File: src/rtl/trap_ret_pkg.sv
package trap_ret_pkg;

    localparam int STAT_W  = 16;
    localparam int HSTAT_W = 2;
    localparam int CAUSE_W = 5;

    typedef enum logic [1:0] {
        PRIV_U = 2'd0,
        PRIV_S = 2'd1,
        PRIV_R = 2'd2,
        PRIV_M = 2'd3
    } priv_e;

    localparam logic [CAUSE_W-1:0] CAUSE_MISALIGN = 5'd0;
    localparam logic [CAUSE_W-1:0] CAUSE_ACCESS   = 5'd1;
    localparam logic [CAUSE_W-1:0] CAUSE_ILLEGAL  = 5'd2;
    localparam logic [CAUSE_W-1:0] CAUSE_VIRT     = 5'd22;

    typedef struct packed {
        logic [3:0] rsvd;
        logic       m_lp;
        logic       s_lp;
        logic       m_pv;
        logic       tsr;
        logic       mprv;
        logic [1:0] m_pp;
        logic       s_pp;
        logic       m_pie;
        logic       s_pie;
        logic       m_ie;
        logic       s_ie;
    } mstat_t;

    typedef struct packed {
        logic vtsr;
        logic s_pv;
    } hstat_t;

    typedef struct packed {
        logic               fault;
        logic [CAUSE_W-1:0] cause;
    } fault_t;

endpackage

File: src/rtl/trap_ret_legal.sv
module trap_ret_legal
    import trap_ret_pkg::*;
(
    input  logic       is_mret,
    input  priv_e      cur_priv,
    input  logic       cur_virt,
    input  logic       tsr,
    input  logic       vtsr,
    input  logic [1:0] pc_low,
    input  logic       has_c,
    input  logic       pmp_impl,
    input  logic       pmp_empty,
    input  priv_e      mret_target,
    output fault_t     fault_o
);

    logic misalign;

    always_comb begin
        misalign = !has_c && (pc_low != 2'b00);
        fault_o  = '0;
        if (is_mret) begin
            if (cur_priv != PRIV_M) begin
                fault_o = '{fault: 1'b1, cause: CAUSE_ILLEGAL};
            end else if (misalign) begin
                fault_o = '{fault: 1'b1, cause: CAUSE_MISALIGN};
            end else if (pmp_impl && pmp_empty && (mret_target != PRIV_M)) begin
                fault_o = '{fault: 1'b1, cause: CAUSE_ACCESS};
            end
        end else begin
            if (cur_priv == PRIV_U) begin
                fault_o = '{fault: 1'b1, cause: CAUSE_ILLEGAL};
            end else if (misalign) begin
                fault_o = '{fault: 1'b1, cause: CAUSE_MISALIGN};
            end else if (tsr && (cur_priv != PRIV_M)) begin
                fault_o = '{fault: 1'b1, cause: CAUSE_ILLEGAL};
            end else if (cur_virt && vtsr) begin
                fault_o = '{fault: 1'b1, cause: CAUSE_VIRT};
            end
        end
    end

endmodule

File: src/rtl/trap_ret_sret_pop.sv
module trap_ret_sret_pop
    import trap_ret_pkg::*;
(
    input  mstat_t mstat_i,
    input  hstat_t hstat_i,
    input  logic   cur_virt,
    input  logic   has_h,
    input  logic   spec_new,
    output mstat_t mstat_o,
    output hstat_t hstat_o,
    output priv_e  priv_o,
    output logic   virt_o,
    output logic   swap_o,
    output logic   saved_lp_o
);

    always_comb begin
        mstat_o       = mstat_i;
        hstat_o       = hstat_i;
        priv_o        = mstat_i.s_pp ? PRIV_S : PRIV_U;
        mstat_o.s_ie  = mstat_i.s_pie;
        mstat_o.s_pie = 1'b1;
        mstat_o.s_pp  = 1'b0;
        if (spec_new) begin
            mstat_o.mprv = 1'b0;
        end
        saved_lp_o    = mstat_i.s_lp;
        mstat_o.s_lp  = 1'b0;
        virt_o        = cur_virt;
        swap_o        = 1'b0;
        if (has_h && !cur_virt) begin
            virt_o       = hstat_i.s_pv;
            swap_o       = hstat_i.s_pv;
            hstat_o.s_pv = 1'b0;
        end
    end

endmodule

File: src/rtl/trap_ret_mret_pop.sv
module trap_ret_mret_pop
    import trap_ret_pkg::*;
(
    input  mstat_t mstat_i,
    input  logic   has_u,
    input  logic   has_h,
    input  logic   spec_new,
    output mstat_t mstat_o,
    output priv_e  priv_o,
    output logic   virt_o,
    output logic   swap_o,
    output logic   saved_lp_o
);

    priv_e prev;

    always_comb begin
        prev          = priv_e'(mstat_i.m_pp);
        priv_o        = prev;
        virt_o        = mstat_i.m_pv && (prev != PRIV_M);
        swap_o        = has_h && virt_o;
        mstat_o       = mstat_i;
        mstat_o.m_ie  = mstat_i.m_pie;
        mstat_o.m_pie = 1'b1;
        mstat_o.m_pp  = has_u ? PRIV_U : PRIV_M;
        mstat_o.m_pv  = 1'b0;
        if (spec_new && (prev != PRIV_M)) begin
            mstat_o.mprv = 1'b0;
        end
        saved_lp_o    = mstat_i.m_lp;
        mstat_o.m_lp  = 1'b0;
    end

endmodule

File: src/rtl/trap_return_unit.sv
module trap_return_unit
    import trap_ret_pkg::*;
#(
    parameter int XLEN = 32
) (
    input  logic                 clk,
    input  logic                 rst_n,
    input  logic                 req_valid_i,
    input  logic                 req_is_mret_i,
    input  logic [1:0]           cur_priv_i,
    input  logic                 cur_virt_i,
    input  logic                 cur_elp_i,
    input  logic [STAT_W-1:0]    mstat_i,
    input  logic [HSTAT_W-1:0]   hstat_i,
    input  logic [XLEN-1:0]      sepc_i,
    input  logic [XLEN-1:0]      mepc_i,
    input  logic                 has_c_i,
    input  logic                 has_u_i,
    input  logic                 has_h_i,
    input  logic                 pmp_impl_i,
    input  logic                 pmp_empty_i,
    input  logic                 spec_new_i,
    input  logic [3:0]           fcfi_en_i,
    output logic                 done_o,
    output logic                 commit_o,
    output logic                 exc_o,
    output logic [CAUSE_W-1:0]   cause_o,
    output logic [STAT_W-1:0]    mstat_o,
    output logic [HSTAT_W-1:0]   hstat_o,
    output logic [1:0]           priv_o,
    output logic                 virt_o,
    output logic                 elp_o,
    output logic [XLEN-1:0]      ret_pc_o,
    output logic                 swap_o
);

    typedef struct packed {
        logic               done;
        logic               commit;
        logic               exc;
        logic [CAUSE_W-1:0] cause;
        mstat_t             mstat;
        hstat_t             hstat;
        priv_e              priv;
        logic               virt;
        logic               elp;
        logic [XLEN-1:0]    pc;
        logic               swap;
    } result_t;

    result_t res_d, res_q;

    mstat_t mstat_in;
    hstat_t hstat_in;
    priv_e  cur_priv;
    logic [XLEN-1:0] sel_pc;

    assign mstat_in = mstat_t'(mstat_i);
    assign hstat_in = hstat_t'(hstat_i);
    assign cur_priv = priv_e'(cur_priv_i);
    assign sel_pc   = req_is_mret_i ? mepc_i : sepc_i;

    // Supervisor-return stack pop
    mstat_t s_mstat;
    hstat_t s_hstat;
    priv_e  s_priv;
    logic   s_virt, s_swap, s_lp;

    trap_ret_sret_pop u_sret (
        .mstat_i    (mstat_in),
        .hstat_i    (hstat_in),
        .cur_virt   (cur_virt_i),
        .has_h      (has_h_i),
        .spec_new   (spec_new_i),
        .mstat_o    (s_mstat),
        .hstat_o    (s_hstat),
        .priv_o     (s_priv),
        .virt_o     (s_virt),
        .swap_o     (s_swap),
        .saved_lp_o (s_lp)
    );

    // Machine-return stack pop
    mstat_t m_mstat;
    priv_e  m_priv;
    logic   m_virt, m_swap, m_lp;

    trap_ret_mret_pop u_mret (
        .mstat_i    (mstat_in),
        .has_u      (has_u_i),
        .has_h      (has_h_i),
        .spec_new   (spec_new_i),
        .mstat_o    (m_mstat),
        .priv_o     (m_priv),
        .virt_o     (m_virt),
        .swap_o     (m_swap),
        .saved_lp_o (m_lp)
    );

    // Legality and exception priority
    fault_t fault;

    trap_ret_legal u_legal (
        .is_mret     (req_is_mret_i),
        .cur_priv    (cur_priv),
        .cur_virt    (cur_virt_i),
        .tsr         (mstat_in.tsr),
        .vtsr        (hstat_in.vtsr),
        .pc_low      (sel_pc[1:0]),
        .has_c       (has_c_i),
        .pmp_impl    (pmp_impl_i),
        .pmp_empty   (pmp_empty_i),
        .mret_target (m_priv),
        .fault_o     (fault)
    );

    always_comb begin
        res_d        = res_q;
        res_d.done   = 1'b0;
        res_d.commit = 1'b0;
        res_d.exc    = 1'b0;
        res_d.swap   = 1'b0;
        if (req_valid_i) begin
            res_d.done = 1'b1;
            if (fault.fault) begin
                res_d.exc   = 1'b1;
                res_d.cause = fault.cause;
                res_d.mstat = mstat_in;
                res_d.hstat = hstat_in;
                res_d.priv  = cur_priv;
                res_d.virt  = cur_virt_i;
                res_d.elp   = cur_elp_i;
                res_d.pc    = '0;
            end else begin
                res_d.commit = 1'b1;
                res_d.cause  = '0;
                res_d.pc     = sel_pc;
                if (req_is_mret_i) begin
                    res_d.mstat = m_mstat;
                    res_d.hstat = hstat_in;
                    res_d.priv  = m_priv;
                    res_d.virt  = m_virt;
                    res_d.swap  = m_swap;
                    res_d.elp   = fcfi_en_i[m_priv] ? m_lp : cur_elp_i;
                end else begin
                    res_d.mstat = s_mstat;
                    res_d.hstat = s_hstat;
                    res_d.priv  = s_priv;
                    res_d.virt  = s_virt;
                    res_d.swap  = s_swap;
                    res_d.elp   = fcfi_en_i[s_priv] ? s_lp : cur_elp_i;
                end
            end
        end
    end

    always_ff @(posedge clk or negedge rst_n) begin
        if (!rst_n) begin
            res_q <= '0;
        end else begin
            res_q <= res_d;
        end
    end

    assign done_o   = res_q.done;
    assign commit_o = res_q.commit;
    assign exc_o    = res_q.exc;
    assign cause_o  = res_q.cause;
    assign mstat_o  = res_q.mstat;
    assign hstat_o  = res_q.hstat;
    assign priv_o   = res_q.priv;
    assign virt_o   = res_q.virt;
    assign elp_o    = res_q.elp;
    assign ret_pc_o = res_q.pc;
    assign swap_o   = res_q.swap;

    AST_RESET_QUIET: assert property (@(posedge clk) !rst_n |=> !done_o || $past(req_valid_i));

    AST_REQ_LATENCY: assert property (@(posedge clk) disable iff (!rst_n)
        req_valid_i |=> done_o);

    AST_SINGLE_OUTCOME: assert property (@(posedge clk) disable iff (!rst_n)
        done_o |-> (commit_o ^ exc_o));

    AST_LOW_PRIV_TRAP: assert property (@(posedge clk) disable iff (!rst_n)
        (req_valid_i && (req_is_mret_i ? (cur_priv_i != 2'd3) : (cur_priv_i == 2'd0)))
        |=> (exc_o && cause_o == CAUSE_ILLEGAL));

    AST_FAULT_NO_COMMIT: assert property (@(posedge clk) disable iff (!rst_n)
        req_valid_i |=> (!exc_o || (mstat_o == $past(mstat_i) && priv_o == $past(cur_priv_i)
                                    && virt_o == $past(cur_virt_i) && !swap_o)));

    AST_SRET_STACK: assert property (@(posedge clk) disable iff (!rst_n)
        (commit_o && !$past(req_is_mret_i)) |-> (mstat_o[2] && !mstat_o[4] && !mstat_o[10]));

    AST_MRET_STACK: assert property (@(posedge clk) disable iff (!rst_n)
        (commit_o && $past(req_is_mret_i)) |-> (mstat_o[3] && !mstat_o[9] && !mstat_o[11]));

    AST_MRET_NO_VIRT_M: assert property (@(posedge clk) disable iff (!rst_n)
        (commit_o && $past(req_is_mret_i) && priv_o == 2'd3) |-> !virt_o);

    AST_SWAP_ONLY_COMMIT: assert property (@(posedge clk) disable iff (!rst_n)
        swap_o |-> (commit_o && virt_o != $past(cur_virt_i)));

endmodule

File: config.mk
export PLATFORM = sky130hd
export DESIGN_NAME = trap_return_unit
export DESIGN_NICKNAME = d
export VERILOG_FILES = /design/src/rtl/trap_ret_pkg.sv /design/src/rtl/trap_ret_legal.sv /design/src/rtl/trap_ret_sret_pop.sv /design/src/rtl/trap_ret_mret_pop.sv /design/src/rtl/trap_return_unit.sv
export SDC_FILE = /design/constraint.sdc
export NUM_CORES = 1
export LEC_CHECK = 0
export BUFFER_PORTS_ARGS = -buffer_cell sky130_fd_sc_hd__buf_2
export CORE_ASPECT_RATIO = 1.2
export CORE_UTILIZATION = 48
export CTS_CLUSTER_SIZE = 20
export DETAILED_ROUTE_END_ITERATION = 7
export PLACE_DENSITY = 0.85
export SLEW_MARGIN = 40
export SYNTH_ARGS = -nofsm -noshare
export SYNTH_HDL_FRONTEND = slang
export SYNTH_SLANG_ARGS = --single-unit
File: constraint.sdc
create_clock -name clk -period 2.1 [get_ports clk]
set_input_delay 0.315 -clock clk [delete_from_list [all_inputs] [get_ports clk]]
set_output_delay 0.315 -clock clk [all_outputs]
set_load 0.005 [all_outputs]
==> metrics.cfg, run 1 <==
[route]
post-route-drc-count = 0
wl_per_cell_um = 16.3
drt_pass1_iterations = 6
vias_per_cell = 5.52
vias = 2690
drt_iter0_drc = 159
wirelength_mm = 7.93
antenna_left = 0

[yosys]
syn_nets = 337
synth-async-reset-ratio_pct = 100
ys.warnings.count = 0
synth-seq-area-share_pct = 51.3
synth_ff_type = dfrtp_1
ys_seq_elements = 61
avgSynthCellArea_um2 = 12.6
synth-edff-count = 0
syn_area_um2 = 2980
synthCells = 237
synth.distinct_cells = 44

[timing]
max-slew-margin-rel_pct = 54.4
worst_slack_ns = 0.380
finalSetupViolations = 0
rsz0062_at_grt = false
hold_viol = 0
min_period_ns = 1.72
fin_worst_skew_ns = 0
worst_pin_slew_ns = 0.682
drv_slew = 0
fin_crit_sh_pct = 81.9
max_freq_ghz = 0.581
final.setup.tns_ns = 0

[clock_tree]
root_buffer = clkbuf_8
cts_tree = built
cts_inserted_buffers = 9
htreeDepth = 3
clk_latency_ns = 0.35
clkTransAtPathRegs_ns = 0.07
cts_resized = 0
cts_hold_buf = 1
post_cts_buffers = 0
cts.path.max_buffers = 2
clkSinkCount = 61

[final_layout]
final_cell_mix = buf_2 (161), dfrtp_1 (61), mux2i_1 (39)
stdcell_area_um2 = 4100
syn_to_final_growth_pct = 37.7
drive_above_1_share_pct = 50.9
layout_commonest_cell = buf_2
multi_input_area_um2 = 1290
n_fill_cell = 441
seq_area_um2 = 1530
num_antenna_cells = 0
nets = 500

[floorplan]
coreArea_um2 = 6010
die_w_um = 73.9
initial_utilization_pct = 49.5
die_y_um = 88.3
dieArea_um2 = 6520
pin_count = 163
rows = 31

[worst_setup_path]
start_kind = input pin
critical_path_class = in2reg
end_kind = flip-flop
cp.arrival_ns = 1.97
cp_data_required_time_ns = 2.35
cp_max_fo = 34

[power]
power.switching_mw = 0.800
netSwitchingFraction_pct = 25.7
p_leak_nw = 2.17
ir_drop_v = 0.000509
power_density_nw_per_um2 = 760
power_frac_seq_pct = 42.3
clkPwrFrac_pct = 41.4
intPower_mw = 2.32
combPwrFrac_pct = 16.3

[placement]
place_area_um2 = 3840
gp_congestion = 0.961
numPortBuffers = 161
dp_slack_ns = 0.140
place_hpwl_mm = 5.82

[global_routing]
antenna_found_initial = 0
grt_overflow_total = 0
grt_util_all_layers_pct = 24.5
grt_pass1_vias = 2520
grt_pass1_wl_mm = 11.7
grt_max_degree = 35

[run]
timing.max_cap.violations = 0

[status]
outcome = finished clean

[hold_path]
min_path_type = in2reg

==> logic make-up after synthesis <==
family / synth area share, %
AND/OR/NAND/NOR: 5.04
AO/OA/AOI/OAI: 22.0
other: 0.126
flip-flops: 51.3
buffers and inverters: 5.42
multiplexers: 16.1
==> area by class of cell <==
type / count / area share (%)
Clock inverter: 7 / 3.02
Inverter: 9 / 0.824
Clock buffer: 9 / 3.02
Tap cell: 82 / 2.50
Multi-Input combinational cell: 149 / 31.4
Timing Repair Buffer: 170 / 22.0
Sequential cell: 61 / 37.2
==> layer usage <==
layer / up-vias / part of all wire [%] / GRT usage [%]
met5: - / 0 / 0
met4: 0 / 2.3 / 11.2
met3: 27 / 7.9 / 6.26
met2: 157 / 50 / 42.0
met1: 1267 / 40 / 28.8
li1: 1239 / - / -
==> power by group through the flow <==
| stage | sequential [mW] | clock, mW | combinational [mW] |
|---|---|---|---|
| 3_3_place_gp | 1.33 | 0 | 0.493 |
| 2_1_floorplan | 1.34 | 0 | 0.232 |
| 5_1_grt | 1.32 | 1.36 | 0.559 |
| 4_1_cts | 1.32 | 1.31 | 0.512 |
| 3_5_place_dp | 1.33 | 0 | 0.511 |
| 6_report | 1.32 | 1.29 | 0.508 |
==> synth_stat cells (2+ instances only) <==
library cell	count	area [um^2]
dfrtp_1	61	1530
inv_1	7	26.3
buf_4	4	30.0
nor3b_1	4	30.0
nor2b_1	3	18.8
o21ai_0	4	20.0
buf_8	3	45.0
nand2_1	5	18.8
mux2i_1	39	390
o2bb2ai_1	22	193
buf_2	3	15.0
a22o_1	4	35.0
a221o_1	4	40.0
a211oi_1	2	15.0
nand3_1	5	25.0
nor3_1	2	10.0
and3_1	2	12.5
a32o_1	2	20.0
mux2_2	8	90.1
a21oi_1	6	30.0
o2bb2ai_2	10	150
a221oi_1	3	26.3
a31oi_1	3	18.8
clkbuf_1	6	22.5
nor2_1	6	22.5
==> through the flow <==
| step | instances | utilization, % | hold WS, ns | power, mW |
|---|---|---|---|---|
| after global placement | 470 | 63.9 | 0.357 | 1.83 |
| after global routing | 487 | 68.2 | 0.141 | 3.25 |
| final | 487 | 68.2 | 0.164 | 3.12 |
| after CTS | 487 | 68.2 | 0.145 | 3.13 |
| after detailed placement | 470 | 63.9 | 0.371 | 1.84 |
| after floorplan | 237 | - | 0.0194 | 1.57 |
==> sequential cells by signal, summed over array words and instances, names as in the netlist <==
signal and flops:
virt_o 1, mstat_o 16, exc_o 1, swap_o 1, ret_pc_o 32, cause_o 3, elp_o 1, done_o 1
commit_o 1, hstat_o 2, priv_o 2
==> worst paths after layout <==
check / slack (ns) / startpoint / depth (start not counted) / end
max: 0.38 / req_is_mret_i / 6 / elp_o$_DFFE_PN0P_
min: 0.16 / spec_new_i / 2 / mstat_o[7]$_DFFE_PN0P_
max reg2reg: 1.08 / elp_o$_DFFE_PN0P_ / 4 / elp_o$_DFFE_PN0P_
min reg2reg: 0.49 / ret_pc_o[5]$_DFFE_PN0P_ / 1 / ret_pc_o[5]$_DFFE_PN0P_
max in group asynchronous: 0.93 / rst_n / 3 / ret_pc_o[11]$_DFFE_PN0P_
min in group asynchronous: 0.54 / rst_n / 2 / mstat_o[12]$_DFFE_PN0P_
==> critical path: stages <==
cell	delay (ns)
buf_2	0.17
nor3b_1	0.60
o31ai_1	0.22
a21o_1	0.24
buf_12	0.18
o21ai_0	0.23
Power figures use the tool's default switching activity.
==> inputs of run 2 (changes only) <==
CORE_UTILIZATION = 45   (was 48)
PLACE_DENSITY = 0.81   (was 0.85)
clock period = 1.67 ns   (was 2.1 ns; I/O delays follow)
==> run 2 against run 1 <==
Against the previous run:
- wire length down 0.38%
- first-iteration DRC count fell by 31%
- global-route usage fell by 1.2 points
- non-clock buffer count is 7 higher
- die area increased by 6.5%
- combinational power increased by 28%
- total power grew 15%
- flip-flop and latch count unchanged
- worst hold slack got worse by 0.051 ns
- clock skew stayed put
- via count barely moved
- register-to-register slack got worse by 0.31 ns
==> metrics.cfg, run 2 (synthesis results as in run 1) <==
[clock_tree]
cts_inserted_buffers = 9  ; unchanged
clkTransAtPathRegs_ns = 0.07  ; about the same
htreeDepth = 3  ; unchanged
clk_latency_ns = 0.32  ; -0.03 ns
root_buffer = clkbuf_8
clkSinkCount = 61  ; unchanged
cts_tree = built
cts.path.max_buffers = 2  ; unchanged
post_cts_buffers = 0  ; unchanged

[floorplan]
initial_utilization_pct = 46.5  ; -3.0 points
die_w_um = 76.2  ; +3.2%
die_y_um = 91.1  ; +3.2%
rows = 32  ; +3.2%
pin_count = 163  ; unchanged
coreArea_um2 = 6410  ; +6.6%
dieArea_um2 = 6950  ; +6.5%

[worst_setup_path]
cp_data_required_time_ns = 1.84  ; -0.51 ns
cp.arrival_ns = 1.60  ; -0.37 ns
start_kind = input pin
end_kind = flip-flop
crit_chain = buf_2 -> o21bai_2 -> a221o_1 -> a211oi_1 -> a221oi_1
cpLargestDelayFamily = compound AO/OA/AOI/OAI gates
critical_path_class = in2reg
cp.buffers_inverters = 1  ; -1
slowest_stage = a211oi_1
slowest_delay_ns = 0.47  ; -0.13 ns
cp_max_fo = 6  ; -82%

[timing]
min_period_ns = 1.43
hold_viol = 0  ; unchanged
max_freq_ghz = 0.700
fin_crit_sh_pct = 85.6
rsz0062_at_grt = false
final.setup.tns_ns = 0  ; unchanged
fin_worst_skew_ns = 0  ; unchanged
finalSetupViolations = 0  ; unchanged
worst_pin_slew_ns = 0.524  ; -0.159 ns
max-slew-margin-rel_pct = 65.1  ; +11 points
drv_slew = 0  ; unchanged
hold_ws_ns = 0.113  ; -0.0510 ns

[power]
clkPwrFrac_pct = 35.7  ; -5.7 points
intPower_mw = 2.65  ; +14%
ir_drop_v = 0.000869  ; +71%
p_leak_nw = 2.18  ; +0.32%
power_density_nw_per_um2 = 874  ; +15%
total_power_mw = 3.58  ; +15%
power_frac_seq_pct = 46.2  ; +3.9 points
netSwitchingFraction_pct = 26.0  ; +0.31 points
power.switching_mw = 0.930  ; +16%
combPwrFrac_pct = 18.1  ; +1.8 points

[global_routing]
grt_pass1_wl_mm = 12.8  ; +9.2%
grt_util_all_layers_pct = 23.3  ; -1.2 points
grt_pass1_vias = 2645  ; +5.0%
grt_max_degree = 62  ; +77%
antenna_found_initial = 0  ; unchanged
grt_overflow_total = 0  ; unchanged

[route]
post-route-drc-count = 0  ; unchanged
wl_per_cell_um = 15.9  ; -2.4%
antenna_left = 0  ; unchanged
drt_iter0_drc = 110  ; -31%
drt_pass1_iterations = 4  ; -2
wirelength_mm = 7.90  ; -0.38%
vias_per_cell = 5.41  ; -2.0%
vias = 2691  ; +0.037%

[final_layout]
largest_reg_flops = 32  ; unchanged
stdcell_area_um2 = 4090  ; -0.15%
drive_above_1_share_pct = 51.5  ; +0.59 points
final_util_pct = 63.9  ; -4.3 points
final_cell_mix = buf_2 (161), dfrtp_1 (61), mux2i_1 (39)
layout_commonest_cell = buf_2
nets = 507  ; +1.4%
num_antenna_cells = 0  ; unchanged
syn_to_final_growth_pct = 37.5

[status]
outcome = finished clean

[run]
timing.max_cap.violations = 0  ; unchanged

[hold_path]
min_path_type = in2reg

[placement]
place_area_um2 = 3890  ; +1.1%
place_hpwl_mm = 5.92  ; +1.7%
gp_congestion = 0.899  ; -6.5%
numPortBuffers = 161  ; unchanged

## run 2: cell types whose count changed in the layout (fill, tap and decap cells not counted)
cell,previous run,this run
buf_12,2,1
buf_4,6,14
bufinv_16,3,1
clkbuf_1,0,2
clkbuf_8,9,10
clkinv_2,0,2
clkinv_4,3,0
nor3b_1,4,3
nor3b_2,0,1
## run 2: worst register-to-register path, stage by stage (launching register included)
cell      delay, ns
dfrtp_1        0.37
nand2b_1       0.07
o41a_1         0.14
o31a_1         0.12
o21ai_0        0.07
## run 2: through the flow
stage,instances,setup WS [ns]
finish,497,0.240
global route,497,0.148
CTS,497,0.227
detailed placement,480,-0.112
global placement,480,-0.0707
floorplan,237,0.215
## run 2: cell type report
class	count	area, um^2
repair buffers	177	941
flip-flops and latches	61	1530
multi-input cells	149	1290
clock buffers	12	145
clock inverters	4	47.5
fillers	535	2310
inverters	9	33.8
well taps	85	106
## run 2: worst paths after layout
| kind | startpoint | end | slack (ns) | cells past startpoint |
|---|---|---|---|---|
| worst max-delay path | mstat_i[8] | mstat_o[6]$_DFFE_PN0P_ | 0.24 | 5 |
| worst min-delay path | spec_new_i | mstat_o[7]$_DFFE_PN0P_ | 0.11 | 2 |
| worst max register to register | elp_o$_DFFE_PN0P_ | elp_o$_DFFE_PN0P_ | 0.77 | 4 |
| worst min register to register | ret_pc_o[27]$_DFFE_PN0P_ | ret_pc_o[27]$_DFFE_PN0P_ | 0.48 | 1 |
| max in group asynchronous | rst_n | mstat_o[0]$_DFFE_PN0P_ | 0.90 | 3 |
| min in group asynchronous | rst_n | ret_pc_o[4]$_DFFE_PN0P_ | 0.45 | 3 |
## run 2: power by group through the flow
| stage | registers [mW] | clock network, mW | logic, mW |
|---|---|---|---|
| floorplan | 1.69 | 0 | 0.292 |
| global placement | 1.68 | 0 | 0.632 |
| detailed placement | 1.68 | 0 | 0.652 |
| CTS | 1.65 | 1.32 | 0.654 |
| global route | 1.67 | 1.38 | 0.711 |
| finish | 1.65 | 1.28 | 0.649 |
## run 2: routing by layer
metal	GRT usage [%]	share of wire, %	up-vias
li1	-	-	1242
met1	28.8	43	1322
met2	40.3	51	115
met3	4.42	5.5	12
met4	8.81	1.2	0
met5	0	0	-
## run 2: timing repair
item                                   in CTS  in global routing
endpoints found under the hold margin      61                  0
hold buffers                                1                  0
gates resized for setup                     0                  1
setup endpoints to repair                   0                  3
